**src/rtl/irq_stat_pkg.sv**
```systemverilog
package irq_stat_pkg;
  localparam int unsigned OFF_RAW  = 'h20;
  localparam int unsigned OFF_MSK  = 'h24;
  localparam int unsigned OFF_ENS  = 'h28;
  localparam int unsigned OFF_ENC  = 'h2C;
  localparam int unsigned WC_BIT   = 1;

  typedef enum logic [2:0] {
    SEL_NONE,
    SEL_RAW,
    SEL_MSK,
    SEL_ENS,
    SEL_ENC
  } reg_sel_e;
endpackage

```
**src/rtl/irq_stat_dec.sv**
```systemverilog
module irq_stat_dec
  import irq_stat_pkg::*;
#(
  parameter int unsigned ADDR_W = 8
) (
  input  logic              req_i,
  input  logic              we_i,
  input  logic [ADDR_W-1:0] addr_i,
  output reg_sel_e          sel_o,
  output logic              wr_o,
  output logic              rd_o
);
  always_comb begin
    unique case (addr_i)
      ADDR_W'(OFF_RAW): sel_o = SEL_RAW;
      ADDR_W'(OFF_MSK): sel_o = SEL_MSK;
      ADDR_W'(OFF_ENS): sel_o = SEL_ENS;
      ADDR_W'(OFF_ENC): sel_o = SEL_ENC;
      default:          sel_o = SEL_NONE;
    endcase
  end

  assign wr_o = req_i &  we_i;
  assign rd_o = req_i & ~we_i;
endmodule

```
**src/rtl/irq_stat_w1vec.sv**
```systemverilog
module irq_stat_w1vec #(
  parameter int unsigned W = 4
) (
  input  logic         clk_i,
  input  logic         rst_ni,
  input  logic [W-1:0] hw_i,
  input  logic [W-1:0] set_i,
  input  logic [W-1:0] clr_i,
  output logic [W-1:0] d_o,
  output logic [W-1:0] q_o
);
  for (genvar k = 0; k < W; k++) begin : g_bit
    // hardware set outranks software clear
    always_comb begin
      if (hw_i[k] | set_i[k])  d_o[k] = 1'b1;
      else if (clr_i[k])       d_o[k] = 1'b0;
      else                     d_o[k] = q_o[k];
    end

    always_ff @(posedge clk_i or negedge rst_ni) begin
      if (!rst_ni) q_o[k] <= 1'b0;
      else         q_o[k] <= d_o[k];
    end

    p_set_wins_r8: assert property (@(posedge clk_i) disable iff (!rst_ni)
      (hw_i[k] | set_i[k]) |=> q_o[k]);
    p_clear_drops_r5: assert property (@(posedge clk_i) disable iff (!rst_ni)
      (clr_i[k] & ~hw_i[k] & ~set_i[k]) |=> !q_o[k]);
    p_idle_holds_r3: assert property (@(posedge clk_i) disable iff (!rst_ni)
      !(clr_i[k] | hw_i[k] | set_i[k]) |=> $stable(q_o[k]));
  end
endmodule

```
**src/rtl/irq_stat_line.sv**
```systemverilog
module irq_stat_line #(
  parameter int unsigned W = 4
) (
  input  logic         clk_i,
  input  logic         rst_ni,
  input  logic [W-1:0] raw_d_i,
  input  logic [W-1:0] en_d_i,
  output logic         irq_o
);
  // built from next-state so the line aligns with the flags it reflects
  always_ff @(posedge clk_i or negedge rst_ni) begin
    if (!rst_ni) irq_o <= 1'b0;
    else         irq_o <= |(raw_d_i & en_d_i);
  end
endmodule

```
**src/rtl/irq_stat_ctrl.sv**
```systemverilog
module irq_stat_ctrl
  import irq_stat_pkg::*;
#(
  parameter int unsigned NUM_EVT = 4,
  parameter int unsigned ADDR_W  = 8,
  parameter int unsigned DATA_W  = 32
) (
  input  logic               clk_i,
  input  logic               rst_ni,
  input  logic               req_i,
  input  logic               we_i,
  input  logic [ADDR_W-1:0]  addr_i,
  input  logic [DATA_W-1:0]  wdata_i,
  output logic [DATA_W-1:0]  rdata_o,
  input  logic [NUM_EVT-1:0] evt_i,
  input  logic [NUM_EVT-1:0] evt_gate_i,
  output logic               irq_o
);
  localparam int unsigned PAD_W = DATA_W - NUM_EVT;

  reg_sel_e           sel;
  logic               wr, rd;
  logic [NUM_EVT-1:0] wbits, hw_evt;
  logic [NUM_EVT-1:0] raw_set, raw_clr, en_set, en_clr;
  logic [NUM_EVT-1:0] raw_d, raw_q, en_d, en_q;
  logic [NUM_EVT-1:0] rd_vec;
  logic               unused_wdata;

  irq_stat_dec #(.ADDR_W(ADDR_W)) u_dec (
    .req_i (req_i),
    .we_i  (we_i),
    .addr_i(addr_i),
    .sel_o (sel),
    .wr_o  (wr),
    .rd_o  (rd)
  );

  assign wbits        = wdata_i[NUM_EVT-1:0];
  assign unused_wdata = ^wdata_i[DATA_W-1:NUM_EVT];
  assign hw_evt       = evt_i & evt_gate_i;

  assign raw_set = (wr && sel == SEL_RAW) ? wbits : '0;
  assign raw_clr = (wr && sel == SEL_MSK) ? wbits : '0;
  assign en_set  = (wr && sel == SEL_ENS) ? wbits : '0;
  assign en_clr  = (wr && sel == SEL_ENC) ? wbits : '0;

  irq_stat_w1vec #(.W(NUM_EVT)) u_raw (
    .clk_i (clk_i),
    .rst_ni(rst_ni),
    .hw_i  (hw_evt),
    .set_i (raw_set),
    .clr_i (raw_clr),
    .d_o   (raw_d),
    .q_o   (raw_q)
  );

  irq_stat_w1vec #(.W(NUM_EVT)) u_en (
    .clk_i (clk_i),
    .rst_ni(rst_ni),
    .hw_i  ('0),
    .set_i (en_set),
    .clr_i (en_clr),
    .d_o   (en_d),
    .q_o   (en_q)
  );

  irq_stat_line #(.W(NUM_EVT)) u_line (
    .clk_i  (clk_i),
    .rst_ni (rst_ni),
    .raw_d_i(raw_d),
    .en_d_i (en_d),
    .irq_o  (irq_o)
  );

  always_comb begin
    unique case (sel)
      SEL_RAW:          rd_vec = raw_q;
      SEL_MSK:          rd_vec = raw_q & en_q;
      SEL_ENS, SEL_ENC: rd_vec = en_q;
      default:          rd_vec = '0;
    endcase
  end

  assign rdata_o = rd ? {{PAD_W{1'b0}}, rd_vec} : '0;

  p_irq_tracks_r9: assert property (@(posedge clk_i) disable iff (!rst_ni)
    irq_o == |(raw_q & en_q));
  p_ungated_quiet_r2: assert property (@(posedge clk_i) disable iff (!rst_ni)
    (!wr && hw_evt == '0) |=> $stable(raw_q));
  p_en_no_hw_r6: assert property (@(posedge clk_i) disable iff (!rst_ni)
    (!wr) |=> $stable(en_q));
  p_upper_zero_r11: assert property (@(posedge clk_i) disable iff (!rst_ni)
    rdata_o[DATA_W-1:NUM_EVT] == '0);
endmodule

```
**config.mk**
```make
export PLATFORM = sky130hd
export DESIGN_NAME = irq_stat_ctrl
export DESIGN_NICKNAME = d
export VERILOG_FILES = /design/src/rtl/irq_stat_pkg.sv /design/src/rtl/irq_stat_dec.sv /design/src/rtl/irq_stat_w1vec.sv /design/src/rtl/irq_stat_line.sv /design/src/rtl/irq_stat_ctrl.sv
export SDC_FILE = /design/constraint.sdc
export NUM_CORES = 1
export LEC_CHECK = 0
export BUFFER_PORTS_ARGS = -buffer_cell sky130_fd_sc_hd__buf_2
export CAP_MARGIN = 15
export CORE_MARGIN = 5
export CORE_UTILIZATION = 37
export DETAILED_ROUTE_END_ITERATION = 7
export MAX_ROUTING_LAYER = met4
export PLACE_DENSITY = 0.79
export SYNTH_ARGS = -nofsm -noshare
export SYNTH_HDL_FRONTEND = slang
export SYNTH_SLANG_ARGS = --single-unit
```
**constraint.sdc**
```tcl
create_clock -name clk_i -period 2.37 [get_ports clk_i]
set_input_delay 0.474 -clock clk_i [delete_from_list [all_inputs] [get_ports clk_i]]
set_output_delay 0.474 -clock clk_i [all_outputs]
set_load 0.01 [all_outputs]
```
==> results of run 1 <==
metrics by stage:
step,area [um^2],hold WS (ps),total power [uW],utilization [%]
2_1_floorplan,1035,178.4,247.4,-
3_3_place_gp,997.2,336.4,247.2,40.62
3_5_place_dp,997.2,344.0,248.9,40.62
4_1_cts,1023,40.49,380.9,41.69
5_1_grt,1030,49.57,401.6,41.95
6_report,1030,39.98,378.6,41.95
routing by layer:
| metal | vias up | global-route usage (%) |
|---|---|---|
| met1 | 353 | 13.21 |
| met3 | 5 | 3.456 |
| met2 | 35 | 21.30 |
| met5 | - | - |
| met4 | 0 | 5.696 |
| li1 | 365 | - |
repair_timing:
| item | in CTS | in global routing |
|---|---|---|
| endpoints found under the setup margin | 0 | 3 |
| buffers inserted | 0 | 0 |
| resized for setup | 0 | 1 |
| hold endpoints to repair | 0 | 0 |
where the power goes:
group / switching [uW] / internal, uW / leakage (uW) / total, uW
combinational: 60.7 / 27.9 / 0.000403 / 88.6
sequential: 2.42 / 157 / 0.000104 / 160
clock: 65.0 / 65.4 / 0.0000150 / 130
worst min-delay path by stage:
| stage | startpoint | to | slack [ps] | cells past startpoint |
|---|---|---|---|---|
| final | rst_ni | u_en.q_o[2] | 40 | 1 |
| after global routing | rst_ni | u_en.q_o[2] | 50 | 1 |
| after CTS | rst_ni | u_en.q_o[2] | 40 | 1 |
| after detailed placement | rst_ni | u_raw.q_o[2] | 340 | 1 |
| after global placement | rst_ni | u_raw.q_o[2] | 340 | 1 |
| after floorplan | rst_ni | u_en.q_o[0] | 180 | 0 |
registers in the layout, indices dropped and copies added (netlist names):
register / cells
u_en.q_o: 4
u_raw.q_o: 4
u_line.irq_o: 1
cells in the mapped netlist, drive strengths merged:
library cell	instances
conb	1
a311o	1
dfrtp	9
or4	1
nand3b	2
a41oi	1
nor4bb	1
clkbuf	1
mux2i	1
a21oi	4
inv	2
a31o	1
and3b	1
nor4	1
nand4	2
nor3	1
o31ai	2
a22oi	1
a21o	1
a21boi	1
nor2	4
nand4b	1
o221a	4
and3	1
nand2b	1
o41ai	2
nand2	11
o211ai	2
o21ai	2
nand3	2
o2111ai	1
a211oi	1
buf	30
and4b	1
cell type report:
cell class | count | area, um^2 | share of cell area (%)
Sequential cell | 9 | 225.2 | 21.87
Inverter | 2 | 7.507 | 0.7290
Multi-Input combinational cell | 83 | 578.1 | 56.14
Timing Repair Buffer | 30 | 155.1 | 15.07
Tap cell | 30 | 37.54 | 3.645
Clock buffer | 4 | 26.28 | 2.552
logic make-up after synthesis:
family,count (synthesis)
AO/OA/AOI/OAI,24
buffers and inverters,33
other,1
multiplexers,1
flip-flops,9
AND/OR/NAND/NOR,30
==> results_dict.tcl, run 1 <==
set metrics [dict create \
    status "complete, no violations" \
    finalSetupViolations 0 \
    path_cells "buf_2 -> or4_4 -> nor3_4 -> o221a_2 -> buf_2" \
    cts_tree "built" \
    endpoint_kind "output pin" \
    clock-sinks 9 \
    grt_pass1_wl_mm 3.201 \
    ys_seq_area_share_pct 24.13 \
    synth_xor_area_share_pct 0 \
    topRoutingLayerUsed "met4" \
    worst-path-stages 5 \
    final_nets 181 \
    worstPathMaxFanout 4 \
    place_ws_ps 68.54 \
    critPathLaunch "addr_i[7]" \
    synth_top_family_by_area "compound AO/OA/AOI/OAI gates" \
    antenna_found_initial 0 \
    antenna_left 0 \
    grt_max_degree 16 \
    fin_cells 158 \
    synthMuxAreaShare_pct 1.072 \
    routed_wl_mm 2.057 \
    gp_congestion 0.8543 \
    path_class "input port to output pin" \
    yosys.area.top_type "dfrtp_1" \
    maxCapViolations 0 \
    synthAdderAreaFrac_pct 0 \
    cp-start-kind "input port" \
    r2r_start "u_raw.q_o[2]" \
    first_pass_iters 4 \
    fp.coreArea_mm2 0.002455 \
    cts_made_buffers 3 \
    hpwl_mm 1.708 \
    worst-path-buf-inv 2 \
    power.density_mw_per_mm2 367.7 \
    placement.io_buffers 28 \
    ys_ff_latch 9 \
    drt-met1-wl_um 760 \
    fin_setup_tns_ps 0 \
    io-pin-count 85 \
    drc 0 \
    r2r-end "u_line.irq_o" \
    n_fill_cell 260 \
    slowest_stage "or4_4" \
    track_usage_pct 12.46 \
    rrSetupSlack_ps 730 \
    layout_common_cells "conb_1, buf_2, nand2_1, dfrtp_1" \
    die-height_um 60.23 \
    diodes 0 \
    fmax_mhz 448.3 \
    cp_common_cell "buf_2" \
    wl_met3_um 189 \
    synth_compound_area_share_pct 25.74 \
    ir_worst_vdd_mv 0.2256 \
    rsz0062_at_grt "no" \
    vias 758 \
    synth_cells 98 \
    period_share_pct 94.12 \
    syn_area_per_cell_um2 9.524 \
    cts_hold_buf 0 \
    endpoint "rdata_o[1]" \
    dieWidth_um 60.23 \
    crit_arrival_ps 1760 \
    hold_viol 0 \
    grt_overflow 0 \
    first_iter_violations 26 \
    wl_met2_mm 1.059 \
    drive_above_1_share_pct 38.28 \
    clkTransAtPathRegs_ps 70 \
    critPathTopFamily "simple AND/OR/NAND/NOR gates" \
    ys_types 40 \
    placementRows 18 \
    cellLeakagePower_uw 0.0005226 \
    yosys_warnings 0 \
    routed_via_density 4.797 \
    syn_to_final_growth_pct 10.32 \
    slowest_delay_ps 550 \
    worst_slack_ps 139.3 \
    syn-cell-area_um2 933.4 \
    die-area_mm2 0.003627 \
    synth_top_area_share_pct 24.13 \
    htree_levels 1 \
    clk_latency_ps 280 \
    clock-root-buffer "clkbuf_4" \
    start_util_pct 38.02 \
    routedWlPerCell_um 13.02 \
    r2r_cells 5 \
    drv_slew 0 \
    required_ps 1900 \
    post-route-min-period_ps 2231 \
    clock_path_buffers 2 \
    synth-simple-area-share_pct 23.19 \
    grt_pass1_vias 725 \
    hold_path_class "input port to asynchronous set/reset pin" \
    synthTopCellsByArea "dfrtp_1, buf_4, o221a_2" \
    fin_skew_ps 3.393 \
    dp_cells 154 \
]
Power figures use the tool's default switching activity.
==> run 2, diff against run 1 <==
- MAX_ROUTING_LAYER: met4 -> default
- REMOVE_ABC_BUFFERS: default -> 1
==> run 2 against run 1 <==
  * Hold slack better by 16 ps
  * First-iteration DRC count down 3.8%
  * Global-route usage down 0.79 points
  * Combinational power down 0.5%
  * Final area down 0.61%
  * Register-to-register slack better by 20 ps
  * Non-clock buffer count unchanged
  * Highest routed layer unchanged
  * Sequential cell count unchanged
  * Maximum frequency down 0.99%
  * Core utilization down 0.25 points
  * Wire length down 3.3%
  * Final cell count unchanged
==> results_dict.tcl, run 2 (synthesis results as in run 1) <==
set metrics [dict create \
    slew-limit-headroom_pct 66.69 \
    final-seq-area_um2 225.2 \
    n_fill_cell 252 \
    grt_overflow 0 \
    die-height_um 60.23 \
    gp_congestion 0.8208 \
    power_frac_comb_pct 24.2 \
    routedWlPerCell_um 12.59 \
    placement.io_buffers 28 \
    syn_to_final_growth_pct 9.651 \
    fin_skew_ps 3.433 \
    pwr-share-seq_pct 43.8 \
    power.density_mw_per_mm2 356.6 \
    vias 764 \
    clock-sinks 9 \
    finalSetupViolations 0 \
    grt_max_degree 16 \
    post-route-min-period_ps 2253 \
    crit_arrival_ps 1780 \
    multiInputGateArea_um2 571.8 \
    clock_power_share_pct 32.1 \
    critPathLaunch "addr_i[7]" \
    drc 0 \
    required_ps 1900 \
    hold_viol 0 \
    cellLeakagePower_uw 0.0005157 \
    placementRows 18 \
    antenna_found_initial 0 \
    routed_wl_mm 1.989 \
    hold_path_class "input port to asynchronous set/reset pin" \
    grt_pass1_vias 751 \
    endpoint "rdata_o[0]" \
    endpoint_kind "output pin" \
    clkTransAtPathRegs_ps 60 \
    utilization_pct 41.69 \
    htree_levels 1 \
    diodes 0 \
    final_nets 181 \
    clk_latency_ps 260 \
    first_iter_violations 25 \
    sw_frac_of_total_pct 31.48 \
    routed_via_density 4.835 \
    period_share_pct 95.07 \
    cts_resized 0 \
    clock_path_buffers 2 \
    start_util_pct 38.02 \
    p_int_uw 250.1 \
    cts_hold_buf 0 \
    layout_common_cells "conb_1, buf_2, nand2_1, dfrtp_1" \
    cts_tree "built" \
    track_usage_pct 11.67 \
    cp-start-kind "input port" \
    maxCapViolations 0 \
    postCtsSetupBuffers 0 \
    rrSetupSlack_ps 750 \
    dieWidth_um 60.23 \
    antenna_left 0 \
    cts_made_buffers 3 \
    r2r-end "u_line.irq_o" \
    hpwl_mm 1.655 \
    r2r_start "u_raw.q_o[2]" \
    path_class "input port to output pin" \
    drv_slew 0 \
    top_regs "u_en.q_o (4), u_raw.q_o (4), u_line.irq_o (1)" \
    drive_above_1_share_pct 38.28 \
    fin_setup_tns_ps 0 \
    tightest_slew_ps 497.8 \
    worstPathMaxFanout 4 \
    io-pin-count 85 \
    die-area_mm2 0.003627 \
    fmax_mhz 443.8 \
    grt_pass1_wl_mm 3.194 \
    r2r_cells 5 \
    fp.coreArea_mm2 0.002455 \
    clock-root-buffer "clkbuf_4" \
    first_pass_iters 4 \
    ir_worst_vdd_mv 0.4219 \
    switchingPower_uw 114.9 \
    rsz0062_at_grt "no" \
    status "complete, no violations" \
]
run 2: cell counts in the layout (fill, tap and decap cells not counted):
No cell type changed its count.
run 2: critical path: stages:
cell and delay (ps):
buf_2 100, or4_4 530, nor3_2 300, o221a_2 240
buf_2 130
run 2: per-layer routing:
metal / GRT usage, % / share of wire (%)
met5: 0 / 0
met2: 19.44 / 48
met3: 5.832 / 12
met4: 4.114 / 1.4
met1: 12.69 / 38
run 2: how the worst min path moves through the flow:
stage                start            to  slack [ps]  cells after the start
floorplan           rst_ni   u_en.q_o[0]         180                      0
CTS                 rst_ni  u_line.irq_o          60                      1
detailed placement  rst_ni  u_raw.q_o[1]         340                      1
global route        rst_ni  u_raw.q_o[2]          60                      1
finish              rst_ni  u_raw.q_o[2]          60                      1
global placement    rst_ni  u_raw.q_o[1]         340                      1
run 2: metrics by stage:
stage / std cells / worst slack (ps) / total power (uW) / hold WS (ps) / instance area (um^2)
3_3_place_gp: 154 / 79.12 / 246.7 / 336.8 / 997.2
6_report: 158 / 116.8 / 365.0 / 55.63 / 1023
4_1_cts: 158 / 98.37 / 366.5 / 56.03 / 1023
2_1_floorplan: 94 / 280.2 / 207.6 / 178.4 / 804.5
3_5_place_dp: 154 / 107.1 / 249.1 / 337.3 / 997.2
5_1_grt: 158 / 59.08 / 387.2 / 57.34 / 1023
run 2: power groups by stage:
stage          sequential (uW)  combinational (uW)  clock, uW
2_1_floorplan              163                44.5          0
4_1_cts                    160                86.7        120
6_report                   160                88.2        117
5_1_grt                    160                98.5        129
3_5_place_dp               163                86.5          0
3_3_place_gp               162                84.5          0
run 2: layout make-up:
cell class	count	area share [%]
clock buffer	4	2.567
inverter	2	0.7335
multi-input combinational	83	55.87
sequential	9	22.00
tap	30	3.667
timing repair buffer	30	15.16
